### config.mk
export PLATFORM = sky130hd
export DESIGN_NAME = buf_slot_alloc
export DESIGN_NICKNAME = d
export VERILOG_FILES = /design/src/rtl/slot_alloc_pkg.sv /design/src/rtl/slot_prio_enc.sv /design/src/rtl/slot_alloc_ctrl.sv /design/src/rtl/slot_alloc_dpath.sv /design/src/rtl/buf_slot_alloc.sv
export SDC_FILE = /design/constraint.sdc
export NUM_CORES = 1
export LEC_CHECK = 0
export CAP_MARGIN = 20
export CORE_MARGIN = 2
export CORE_UTILIZATION = 45
export DETAILED_ROUTE_END_ITERATION = 6
export PLACE_DENSITY = 0.64
export SLEW_MARGIN = 20
export SYNTH_ARGS = -nofsm -noshare
export SYNTH_HDL_FRONTEND = slang
export SYNTH_SLANG_ARGS = --single-unit
### constraint.sdc
create_clock -name clk -period 58 [get_ports clk]
set_clock_uncertainty 0.2 [all_clocks]
set_input_delay 11.6 -clock clk [delete_from_list [all_inputs] [get_ports clk]]
set_output_delay 11.6 -clock clk [all_outputs]
set_load 0.1 [all_outputs]
### src/rtl/slot_alloc_pkg.sv
package slot_alloc_pkg;
  // strobes from control to datapath for one cycle
  typedef struct packed {
    logic setRx;     // mark receive slot busy
    logic setTx;     // mark transmit slot busy
    logic txUseAlt;  // transmit takes the search that skips the receive slot
    logic clrFree;   // clear the slot named by freeIdx
  } allocStrobe_t;
endpackage

### src/rtl/slot_prio_enc.sv
module slot_prio_enc #(
  parameter int W = 64,
  localparam int IW = $clog2(W)
) (
  input  logic [W-1:0]  vec,
  output logic          found,
  output logic [IW-1:0] idx
);
  always_comb begin
    found = 1'b0;
    idx   = '0;
    for (int i = W - 1; i >= 0; i--) begin
      if (vec[i]) begin
        found = 1'b1;
        idx   = IW'(i);
      end
    end
  end
endmodule

### src/rtl/slot_alloc_ctrl.sv
module slot_alloc_ctrl
  import slot_alloc_pkg::*;
(
  input  logic         rxReq,
  input  logic         txReq,
  input  logic         freeReq,
  input  logic         rxFound,
  input  logic         txFound,
  input  logic         txAltFound,
  output allocStrobe_t strb,
  output logic         rxGrant,
  output logic         rxFail,
  output logic         txGrant,
  output logic         txFail
);
  logic txOk;

  always_comb begin
    strb          = '0;
    strb.setRx    = rxReq && rxFound;
    strb.txUseAlt = strb.setRx;
    txOk          = strb.txUseAlt ? txAltFound : txFound;
    strb.setTx    = txReq && txOk;
    strb.clrFree  = freeReq;
    rxGrant       = strb.setRx;
    rxFail        = rxReq && !rxFound;
    txGrant       = strb.setTx;
    txFail        = txReq && !txOk;
  end
endmodule

### src/rtl/slot_alloc_dpath.sv
module slot_alloc_dpath
  import slot_alloc_pkg::*;
#(
  parameter int POOL_SIZE = 64,
  localparam int IW = $clog2(POOL_SIZE),
  localparam int CW = $clog2(POOL_SIZE + 1),
  localparam int QUARTER = POOL_SIZE / 4
) (
  input  logic          clk,
  input  logic          rstN,
  input  allocStrobe_t  strb,
  input  logic [IW-1:0] freeIdx,
  output logic          rxFound,
  output logic          txFound,
  output logic          txAltFound,
  output logic [IW-1:0] rxIdx,
  output logic [IW-1:0] txIdx,
  output logic [CW-1:0] freeLow,
  output logic [CW-1:0] freeHigh
);
  logic [POOL_SIZE-1:0] busyQ, busyD;
  logic [POOL_SIZE-1:0] freeMask, availEff, upperMask, rxHot, txHot;
  logic [IW-1:0]        txPrimIdx, txAltIdx;

  always_comb begin
    for (int i = 0; i < POOL_SIZE; i++) begin
      freeMask[i]  = strb.clrFree && (freeIdx == IW'(i));
      upperMask[i] = (i >= QUARTER);
    end
    availEff = ~busyQ | freeMask;
  end

  slot_prio_enc #(.W(POOL_SIZE)) uRxEnc (
    .vec(availEff), .found(rxFound), .idx(rxIdx));

  slot_prio_enc #(.W(POOL_SIZE)) uTxEnc (
    .vec(availEff & upperMask), .found(txFound), .idx(txPrimIdx));

  slot_prio_enc #(.W(POOL_SIZE)) uTxAltEnc (
    .vec(availEff & upperMask & ~rxHot), .found(txAltFound), .idx(txAltIdx));

  always_comb begin
    for (int i = 0; i < POOL_SIZE; i++) begin
      rxHot[i] = rxFound && (rxIdx == IW'(i));
    end
    txIdx = strb.txUseAlt ? txAltIdx : txPrimIdx;
    for (int i = 0; i < POOL_SIZE; i++) begin
      txHot[i] = strb.setTx && (txIdx == IW'(i));
    end
    busyD = busyQ & ~freeMask;
    if (strb.setRx) busyD = busyD | rxHot;
    busyD = busyD | txHot;
  end

  always_ff @(posedge clk) begin
    if (!rstN) busyQ <= '0;
    else       busyQ <= busyD;
  end

  always_comb begin
    freeLow  = '0;
    freeHigh = '0;
    for (int i = 0; i < POOL_SIZE; i++) begin
      if (!busyQ[i]) begin
        if (i < QUARTER) freeLow  = freeLow + CW'(1);
        else             freeHigh = freeHigh + CW'(1);
      end
    end
  end

  AST_TX_UPPER_ONLY: assert property (@(posedge clk) disable iff (!rstN)
    strb.setTx |-> (int'(txIdx) >= QUARTER));

  AST_GRANT_MARKS_BUSY: assert property (@(posedge clk) disable iff (!rstN)
    strb.setRx |=> busyQ[$past(rxIdx)]);

  AST_IDLE_HOLDS_STATE: assert property (@(posedge clk) disable iff (!rstN)
    (!strb.setRx && !strb.setTx && !strb.clrFree) |=> $stable(busyQ));

  AST_FREE_CLEARS_SLOT: assert property (@(posedge clk) disable iff (!rstN)
    (strb.clrFree && !(strb.setRx && rxIdx == freeIdx) && !(strb.setTx && txIdx == freeIdx))
      |=> !busyQ[$past(freeIdx)]);

  AST_PAIR_DISTINCT: assert property (@(posedge clk) disable iff (!rstN)
    (strb.setRx && strb.setTx) |-> (rxIdx != txIdx));

  AST_GRANT_WAS_FREE: assert property (@(posedge clk) disable iff (!rstN)
    strb.setTx |-> (!busyQ[txIdx] || (strb.clrFree && freeIdx == txIdx)));
endmodule

### src/rtl/buf_slot_alloc.sv
module buf_slot_alloc
  import slot_alloc_pkg::*;
#(
  parameter int POOL_SIZE = 64,
  localparam int IW = $clog2(POOL_SIZE),
  localparam int CW = $clog2(POOL_SIZE + 1)
) (
  input  logic          clk,
  input  logic          rstN,
  input  logic          rxReq,
  input  logic          txReq,
  input  logic          freeReq,
  input  logic [IW-1:0] freeIdx,
  output logic          rxGrant,
  output logic          rxFail,
  output logic [IW-1:0] rxIdx,
  output logic          txGrant,
  output logic          txFail,
  output logic [IW-1:0] txIdx,
  output logic [CW-1:0] freeLow,
  output logic [CW-1:0] freeHigh
);
  initial begin
    if (POOL_SIZE % 4 != 0 || POOL_SIZE < 4)
      $error("POOL_SIZE must be a positive multiple of 4");
  end

  allocStrobe_t strb;
  logic rxFound, txFound, txAltFound;

  slot_alloc_ctrl uCtrl (
    .rxReq(rxReq), .txReq(txReq), .freeReq(freeReq),
    .rxFound(rxFound), .txFound(txFound), .txAltFound(txAltFound),
    .strb(strb), .rxGrant(rxGrant), .rxFail(rxFail),
    .txGrant(txGrant), .txFail(txFail));

  slot_alloc_dpath #(.POOL_SIZE(POOL_SIZE)) uDpath (
    .clk(clk), .rstN(rstN), .strb(strb), .freeIdx(freeIdx),
    .rxFound(rxFound), .txFound(txFound), .txAltFound(txAltFound),
    .rxIdx(rxIdx), .txIdx(txIdx), .freeLow(freeLow), .freeHigh(freeHigh));
endmodule

-- After elaboration in Yosys (flattened, before gate mapping)
Index checks and enable logic that the tools add are counted.
- memories: 0
- output and inout port bits: 30
- input port bits: 11
- memory bits (read-only): 0
- register bits after elaboration: 64
- RAM bits: 0
- bits in latches: 0
- word-level logic and storage cells: 784
- order comparisons: 0
- $add $sub $neg: 62
- eq/ne operators: 189
- shift-type cells: 0
- multiplexer cells: 323
- div/mod/pow operators: 0
- multipliers: 0
- bitwise logic cells: 8
- reduce and logical (&&, ||, !) cells: 201
- operators by type and width (cell ; number):
    2-to-1 mux 6 bit ; 129
    == test 6 bit (second input constant) ; 96
    2-to-1 mux 7 bit ; 62
    adder 7 x 1 -> 7 bit (second input constant) ; 61
    == test 6 x 5 -> 1 bit (second input constant) ; 48
    logical AND 1 bit ; 196
    NOT 64 bit ; 3
    OR 64 bit ; 3
    == test 6 x 4 -> 1 bit (second input constant) ; 24
    2-to-1 mux 1 bit ; 131
    AND 64 bit ; 2
    == test 6 x 3 -> 1 bit (second input constant) ; 12
    2-to-1 mux 64 bit ; 1
    == test 6 x 2 -> 1 bit (second input constant) ; 6
    == test 6 x 1 -> 1 bit (second input constant) ; 3
    zero test 6 bit ; 3
    adder 1 x 1 -> 2 bit (second input constant) ; 1
    zero test 1 bit ; 2

-- Depth between registers and ports, before layout
Gate-level depths: netlist of run 1.
- depth after elaboration: 139
- mapped depth: 153
- depth with buffers taken out: 153

-- Modules after synthesis
Synthesis of run 1 repeated with hierarchy kept, for this count alone.
- cell total of the unflattened synthesis: 2096
- area, all modules: 15139.5 um2
- modules (own cells, without submodules) (module ; sequential area each (um2) ; area an instance (um2) ; times used ; cells an instance):
    slot_alloc_dpath ; 1281.2 ; 12771.0 ; 1 ; 1664
    slot_prio_enc ; 0.0 ; 763.2 ; 3 ; 140
    slot_alloc_ctrl ; 0.0 ; 78.8 ; 1 ; 12

-- Worst setup path after synthesis of run 1
No wires, ideal clock.
- path type: reg2out
- from: reg uDpath.busyQ[16]
- to: out freeHigh[4]
- data required time: 46.200 ns
- stages on the path, launching flop included: 150
- arrival: 28.652 ns
- path slack: 17.548 ns
- buffers on the path: 0
- cells stage by stage: dfxtp_1 > inv_1 > ha_1 > xnor2_1 > ha_1 > nand2b_1 > nand2_1 > ha_1 > nor2b_1 > a21o_1 > ha_1 > nand2b_1 > o31a_1 > nand2_1 > ha_1 > nor2_1 > a31oi_1 > ha_1 > [... 114 more ...] > ha_1 > nand2b_1 > nand2_1 > ha_1 > nor2_1 > a31oi_1 > ha_1 > mux2_2 > ha_1 > mux2_2 > ha_1 > mux2i_1 > inv_1 > ha_1 > nor2b_1 > nand3_1 > o21a_1 > xor2_1
- word-level cells in the longest chain between the ends: 95
- ends and longest elaborated chain (what ; line ; RTL):
    start: declaration ; slot_alloc_dpath.sv:21 ; logic [POOL_SIZE-1:0] busyQ, busyD;
    start signal: assignment ; slot_alloc_dpath.sv:57 ; else busyQ <= busyD;
    2-to-1 mux 1 bit (*) ; slot_alloc_dpath.sv:64 ; if (!busyQ[i]) begin
    adder 1 x 1 -> 2 bit ; slot_alloc_dpath.sv:66 ; else freeHigh = freeHigh + CW'(1);
    2-to-1 mux 7 bit (*) ; slot_alloc_dpath.sv:64 ;
    adder 7 x 1 -> 7 bit ; slot_alloc_dpath.sv:66 ;
    2-to-1 mux 7 bit (*) ; slot_alloc_dpath.sv:64 ;
    adder 7 x 1 -> 7 bit ; slot_alloc_dpath.sv:66 ;
    2-to-1 mux 7 bit (*) ; slot_alloc_dpath.sv:64 ;
    adder 7 x 1 -> 7 bit ; slot_alloc_dpath.sv:66 ;
    [... 79 more ...] ; -- ;
    adder 7 x 1 -> 7 bit ; slot_alloc_dpath.sv:66 ;
    2-to-1 mux 7 bit (*) ; slot_alloc_dpath.sv:64 ;
    adder 7 x 1 -> 7 bit ; slot_alloc_dpath.sv:66 ;
    2-to-1 mux 7 bit (*) ; slot_alloc_dpath.sv:64 ;
    adder 7 x 1 -> 7 bit ; slot_alloc_dpath.sv:66 ;
    2-to-1 mux 7 bit (*) ; slot_alloc_dpath.sv:64 ;
    adder 7 x 1 -> 7 bit ; slot_alloc_dpath.sv:66 ;
    2-to-1 mux 7 bit (*) ; slot_alloc_dpath.sv:64 ;
    end: declaration ; buf_slot_alloc.sv:21 ; output logic [CW-1:0] freeHigh
Every way passes the cells marked *; elsewhere a longest branch is shown, timed or not.

-- Worst setup path in the final report of run 1
- from: reg uDpath.busyQ[16]
- to: out freeHigh[6]
Same word-level chain as after synthesis.

==> results of run 1 <==
==> synth_stat cells (all sizes together) (17+ instances only) <==
library cell,n
inv,73
and2,30
ha,62
or2,18
xnor2,161
xnor3,23
nor2b,87
clkbuf,87
nand2b,53
o21ai,232
o21a,29
xor2,88
nor3b,24
nand2,230
nor3,37
nand3,67
mux2i,30
o31ai,17
a21oi,86
o211ai,23
nor2,158
a31oi,41
dfxtp,64
a21o,28
==> worst max-delay path by stage <==
stage / end / slack (ns) / depth (start not counted)
global placement: freeHigh[6] / 15.91 / 152
detailed placement: freeHigh[6] / 14.73 / 152
CTS: freeHigh[6] / 14.27 / 152
global route: freeHigh[6] / 11.64 / 152
floorplan: freeHigh[4] / 17.55 / 149
finish: freeHigh[6] / 14.25 / 152
==> layer usage <==
layer	vias to the layer above	global-route usage	part of all wire
li1	7333	-	-
met1	7121	0.4060	0.43
met2	668	0.4972	0.43
met3	169	0.06735	0.082
met4	0	0.1478	0.056
met5	-	0	0
==> stage by stage <==
stage	area, um^2	util	std cells	hold slack, ns	setup slack (ns)
final	15530	0.4898	2427	0.4781	14.25
after global routing	15520	0.4895	2423	0.5241	11.64
after CTS	15520	0.4894	2422	0.4809	14.27
after detailed placement	15240	0.4806	2409	0.4655	14.73
after global placement	15240	0.4806	2409	0.4599	15.91
after floorplan	14540	-	2040	0.3622	17.55
==> layout make-up <==
type | count | area [um^2]
tap | 402 | 503.0
clock buffer | 13 | 280.3
timing repair buffer | 62 | 560.5
fill | 3180 | 16180
sequential | 64 | 1281
inverter | 74 | 280.3
multi-input combinational | 1807 | 12620
antenna | 5 | 12.51
==> logic make-up (layout without fill, tap and decap cells) <==
logic type	Yosys count	after routing	share of synthesized area
xor gates and xnor gates	277	277	0.2192
other	0	5	0
buffers and inverters	169	149	0.04440
DFF	64	64	0.08812
adders and majority gates	64	64	0.05473
and+or+nand+nor	809	809	0.2845
muxes	43	43	0.03158
AOI/OAI and AO/OA	614	614	0.2775
==> worst max-delay path: cells and delay by family, from the launching register on <==
kind,cells,cell delay (ns)
adder cells (fa/ha/maj),46,13.79
AO/OA/AOI/OAI,33,6.58
AND/OR/NAND/NOR,52,6.52
buffers and inverters,11,1.97
multiplexers,8,1.80
XOR/XNOR,2,0.60
flip-flops,1,0.35
==> flow_metrics.py, run 1 <==
metrics = {
    "clock_tree": {
        "ctsHoldBuffers": 0,
        "clock_latency_ns": 0.35,
        "h-tree-depth": 3,
        "cts_resized": 0,
        "cts_tree": "done",
        "root_buffer": "clkbuf_16",
        "ctsLongestPathBuffers": 2,
        "clk_pin_slew_ns": 0.06,
        "cts_inserted_buffers": 9,
        "clock_sinks": 64,
        "cts_setup_buffers": 0,
    },
    "timing": {
        "relSlewSlack": 0.1411,
        "fmax_mhz": 22.86,
        "setup_viol": 0,
        "setup_tns_ns": 0,
        "min_period_ns": 43.75,
        "report.final.slew_viol_count": 0,
        "hold_viol": 0,
        "worst_pin_slew_ns": 1.275,
        "period_share": 0.7543,
        "rsz0062_at_grt": "no",
    },
    "floorplanning": {
        "initial_utilization": 0.4584,
        "num_rows": 65,
        "die_h_um": 183.8,
        "dieArea_um2": 33770,
        "dieWidth_um": 183.8,
        "fp.coreArea_um2": 31720,
        "ios": 41,
    },
    "critical_path": {
        "crit_path_frequent_cell": "ha_1",
        "reg2reg_slack_ns": 49.69,
        "cp_slowest_cell": "clkdlybuf4s50_1",
        "crit_arrival_ns": 31.95,
        "rr_endpoint": "uDpath.busyQ[53]$_SDFF_PN0_",
        "crit_path_start": "uDpath.busyQ[16]$_SDFF_PN0_",
        "cp_max_fo": 6,
        "cp-end-kind": "primary output",
        "crit_type": "reg -> out",
        "ff2ff_path_depth": 25,
        "slowest_delay_ns": 1.13,
        "cp.required_ns": 46.20,
        "worstSetupStartpointType": "register",
        "r2r_start": "uDpath.busyQ[55]$_SDFF_PN0_",
    },
    "routing": {
        "route.vias.total": 15291,
        "drcViolationCount": 0,
        "ant_nets": 0,
        "first_iter_violations": 1532,
        "drtPass1Iterations": 6,
        "viasPerCell": 6.300,
        "wire_per_inst_um": 21.93,
        "wl_mm": 53.22,
    },
    "cells_and_area": {
        "syn_to_final_growth_pct": 6.841,
        "largest_reg_flops": 64,
        "layout.nets": 2091,
        "reg_top3": "uDpath.busyQ x64",
        "layout_common_cells": "230 x nand2_1, 222 x o21ai_0, 157 x nor2_1",
        "layout_commonest_cell": "nand2_1",
        "drive_gt1_frac": 0.06782,
        "top_register": "uDpath.busyQ",
    },
    "yosys": {
        "synth_cell_types": 114,
        "syn_inst": 2040,
        "async_flop_share": 0,
        "synth-seq-area-share": 0.08812,
        "ys_ff_latch": 64,
        "syn-cell-area_um2": 14540,
        "synth_top_area_share": 0.08812,
        "avgSynthCellArea_um2": 7.128,
        "yosysWarnings": 0,
        "synth_edf_count": 0,
        "ys.flop_type": "dfxtp_1",
        "yosys.area.top_type": "dfxtp_1",
        "synth_fp_nets": 2113,
        "synthTopCellsByArea": "dfxtp_1 8.8%, xnor2_1 8.4%, o21ai_0 7.7%",
    },
    "global_route": {
        "overflow": 0,
        "grt_pass1_vias": 14627,
        "grt_pass1_wl_mm": 82.80,
        "grt_max_degree": 60,
        "antenna_found_initial": 4,
        "groute.usage.overall": 0.3138,
    },
    "hold_path": {
        "min_path_type": "reg -> reg",
        "worstHoldPathCells": 3,
        "worstHoldStart": "uDpath.busyQ[15]$_SDFF_PN0_",
        "hold_path_end": "uDpath.busyQ[15]$_SDFF_PN0_",
    },
    "job": {
        "max_cap_viol_count": 0,
    },
    "placement": {
        "gp_congestion": 1.036,
        "dp_hpwl_mm": 41.32,
        "port_buffers": 40,
    },
    "run_status": {
        "status": "complete, no violations",
    },
}
Power of run 1 is left out: the tool's default activity adds up to more than one toggle a clock period on the data nets, which glitch-free logic cannot reach.
==> run 2, diff against run 1 <==
- clock period: 58 -> 45.3 ns (I/O delays scaled with it)
==> run 2 against run 1 <==
Global-route usage grew 0.14 points; non-clock buffer count fell by 1; flip-flop and latch count unchanged; clock-buffer cell count grew 1; die area is the same; final cell count shrank 0.12%; worst hold slack improved by 0.0040 ns; utilization barely moved; cell area barely moved; first-iteration DRC count down 1.4%; critical path depth did not move.
==> flow_metrics.py, run 2 (same netlist as run 1, synthesis figures left out) <==
metrics = {
    "run_status": {
        "status": "complete, no violations",
    },
    "critical_path": {
        "crit_arrival_ns": 31.92,
        "cp.required_ns": 36.04,
        "cp-end-kind": "primary output",
        "ff2ff_path_depth": 25,
        "crit_path_frequent_cell": "ha_1",
        "slowest_delay_ns": 1.13,
        "reg2reg_slack_ns": 36.97,
        "cp_max_fo": 6,
        "cp_slowest_cell": "clkdlybuf4s50_1",
        "worstSetupStartpointType": "register",
        "crit_type": "reg -> out",
    },
    "job": {
        "max_cap_viol_count": 0,
    },
    "clock_tree": {
        "h-tree-depth": 3,
        "cts_inserted_buffers": 9,
        "ctsHoldBuffers": 0,
        "cts_setup_buffers": 0,
        "ctsLongestPathBuffers": 2,
        "clk_pin_slew_ns": 0.05,
        "cts_resized": 0,
        "cts_tree": "done",
        "clock_sinks": 64,
        "root_buffer": "clkbuf_16",
        "clock_latency_ns": 0.35,
    },
    "timing": {
        "hold_viol": 0,
        "setup_viol": 0,
        "setup_tns_ns": 0,
        "rsz0062_at_grt": "no",
        "hold-worst-slack_ns": 0.4821,
        "fmax_mhz": 24.29,
        "worst_pin_slew_ns": 1.066,
        "min_period_ns": 41.18,
        "relSlewSlack": 0.2871,
        "report.final.slew_viol_count": 0,
        "period_share": 0.9089,
    },
    "global_route": {
        "grt_pass1_wl_mm": 83.12,
        "grt_max_degree": 60,
        "overflow": 0,
        "grt_pass1_vias": 14561,
        "groute.usage.overall": 0.3152,
        "antenna_found_initial": 7,
    },
    "floorplanning": {
        "dieArea_um2": 33770,
        "fp.coreArea_um2": 31720,
        "num_rows": 65,
        "initial_utilization": 0.4584,
        "dieWidth_um": 183.8,
        "ios": 41,
        "die_h_um": 183.8,
    },
    "cells_and_area": {
        "layout_commonest_cell": "nand2_1",
        "reg_top3": "uDpath.busyQ x64",
        "postLayoutCoreUtil": 0.4893,
        "layout.nets": 2090,
        "drive_gt1_frac": 0.06683,
        "top_register": "uDpath.busyQ",
        "syn_to_final_growth_pct": 6.746,
        "layout_common_cells": "230 x nand2_1, 221 x o21ai_0, 157 x nor2_1",
        "largest_reg_flops": 64,
    },
    "routing": {
        "drtPass1Iterations": 6,
        "drcViolationCount": 0,
        "first_iter_violations": 1511,
        "viasPerCell": 6.374,
        "route.vias.total": 15451,
        "wl_mm": 53.27,
        "ant_nets": 0,
        "wire_per_inst_um": 21.98,
    },
    "hold_path": {
        "worstHoldPathCells": 3,
        "min_path_type": "reg -> reg",
    },
    "placement": {
        "port_buffers": 40,
        "gp_congestion": 1.059,
        "dp_hpwl_mm": 41.43,
    },
}
[run 2: changes by cell type in the layout (fill, tap and decap cells not counted)]
| cell | delta |
|---|---|
| clkbuf_1 | +2 |
| o21ai_0 | -1 |
| diode_2 | -3 |
| o21ai_2 | -1 |
| o21ai_4 | +1 |
| o21ai_1 | +1 |
| buf_4 | -1 |
| clkbuf_8 | -1 |
[run 2: worst paths after layout]
kind / startpoint / to
worst min register to register: uDpath.busyQ[7]$_SDFF_PN0_ / uDpath.busyQ[7]$_SDFF_PN0_
worst max register to register: uDpath.busyQ[55]$_SDFF_PN0_ / uDpath.busyQ[53]$_SDFF_PN0_
worst min-delay path: uDpath.busyQ[7]$_SDFF_PN0_ / uDpath.busyQ[7]$_SDFF_PN0_
worst max-delay path: uDpath.busyQ[16]$_SDFF_PN0_ / freeHigh[6]
[run 2: worst max-delay path: cells and delay by family, from the launching register on]
kind | cells | cell delay [ns]
AOI/OAI and AO/OA | 33 | 6.57
xor gates and xnor gates | 2 | 0.58
adders and majority gates | 46 | 13.76
buffers and inverters | 11 | 2.01
DFF | 1 | 0.35
muxes | 8 | 1.74
and+or+nand+nor | 52 | 6.54
[run 2: final cells by class]
class | count | area (um^2)
Antenna cell | 2 | 5.005
Clock buffer | 14 | 274.0
Fill cell | 3203 | 16200
Inverter | 74 | 280.3
Multi-Input combinational cell | 1807 | 12620
Sequential cell | 64 | 1281
Tap cell | 402 | 503.0
Timing Repair Buffer | 61 | 553.0
[run 2: per-layer routing]
metal  vias to the layer above  global-route usage  share of wire
met1                      7315              0.4037           0.43
met3                       150             0.07468          0.080
met2                       647              0.5078           0.44
met5                         -                   0         0.0012
met4                         8              0.1302          0.047
li1                       7331                   -              -
[run 2: stage by stage]
stage	std cells	worst slack (ns)	cell area [um^2]
global placement	2408	5.766	15240
finish	2424	4.125	15520
CTS	2422	4.120	15520
floorplan	2040	7.388	14540
detailed placement	2408	4.588	15240
global route	2422	1.742	15520
Power of run 2 is left out for the same reason.
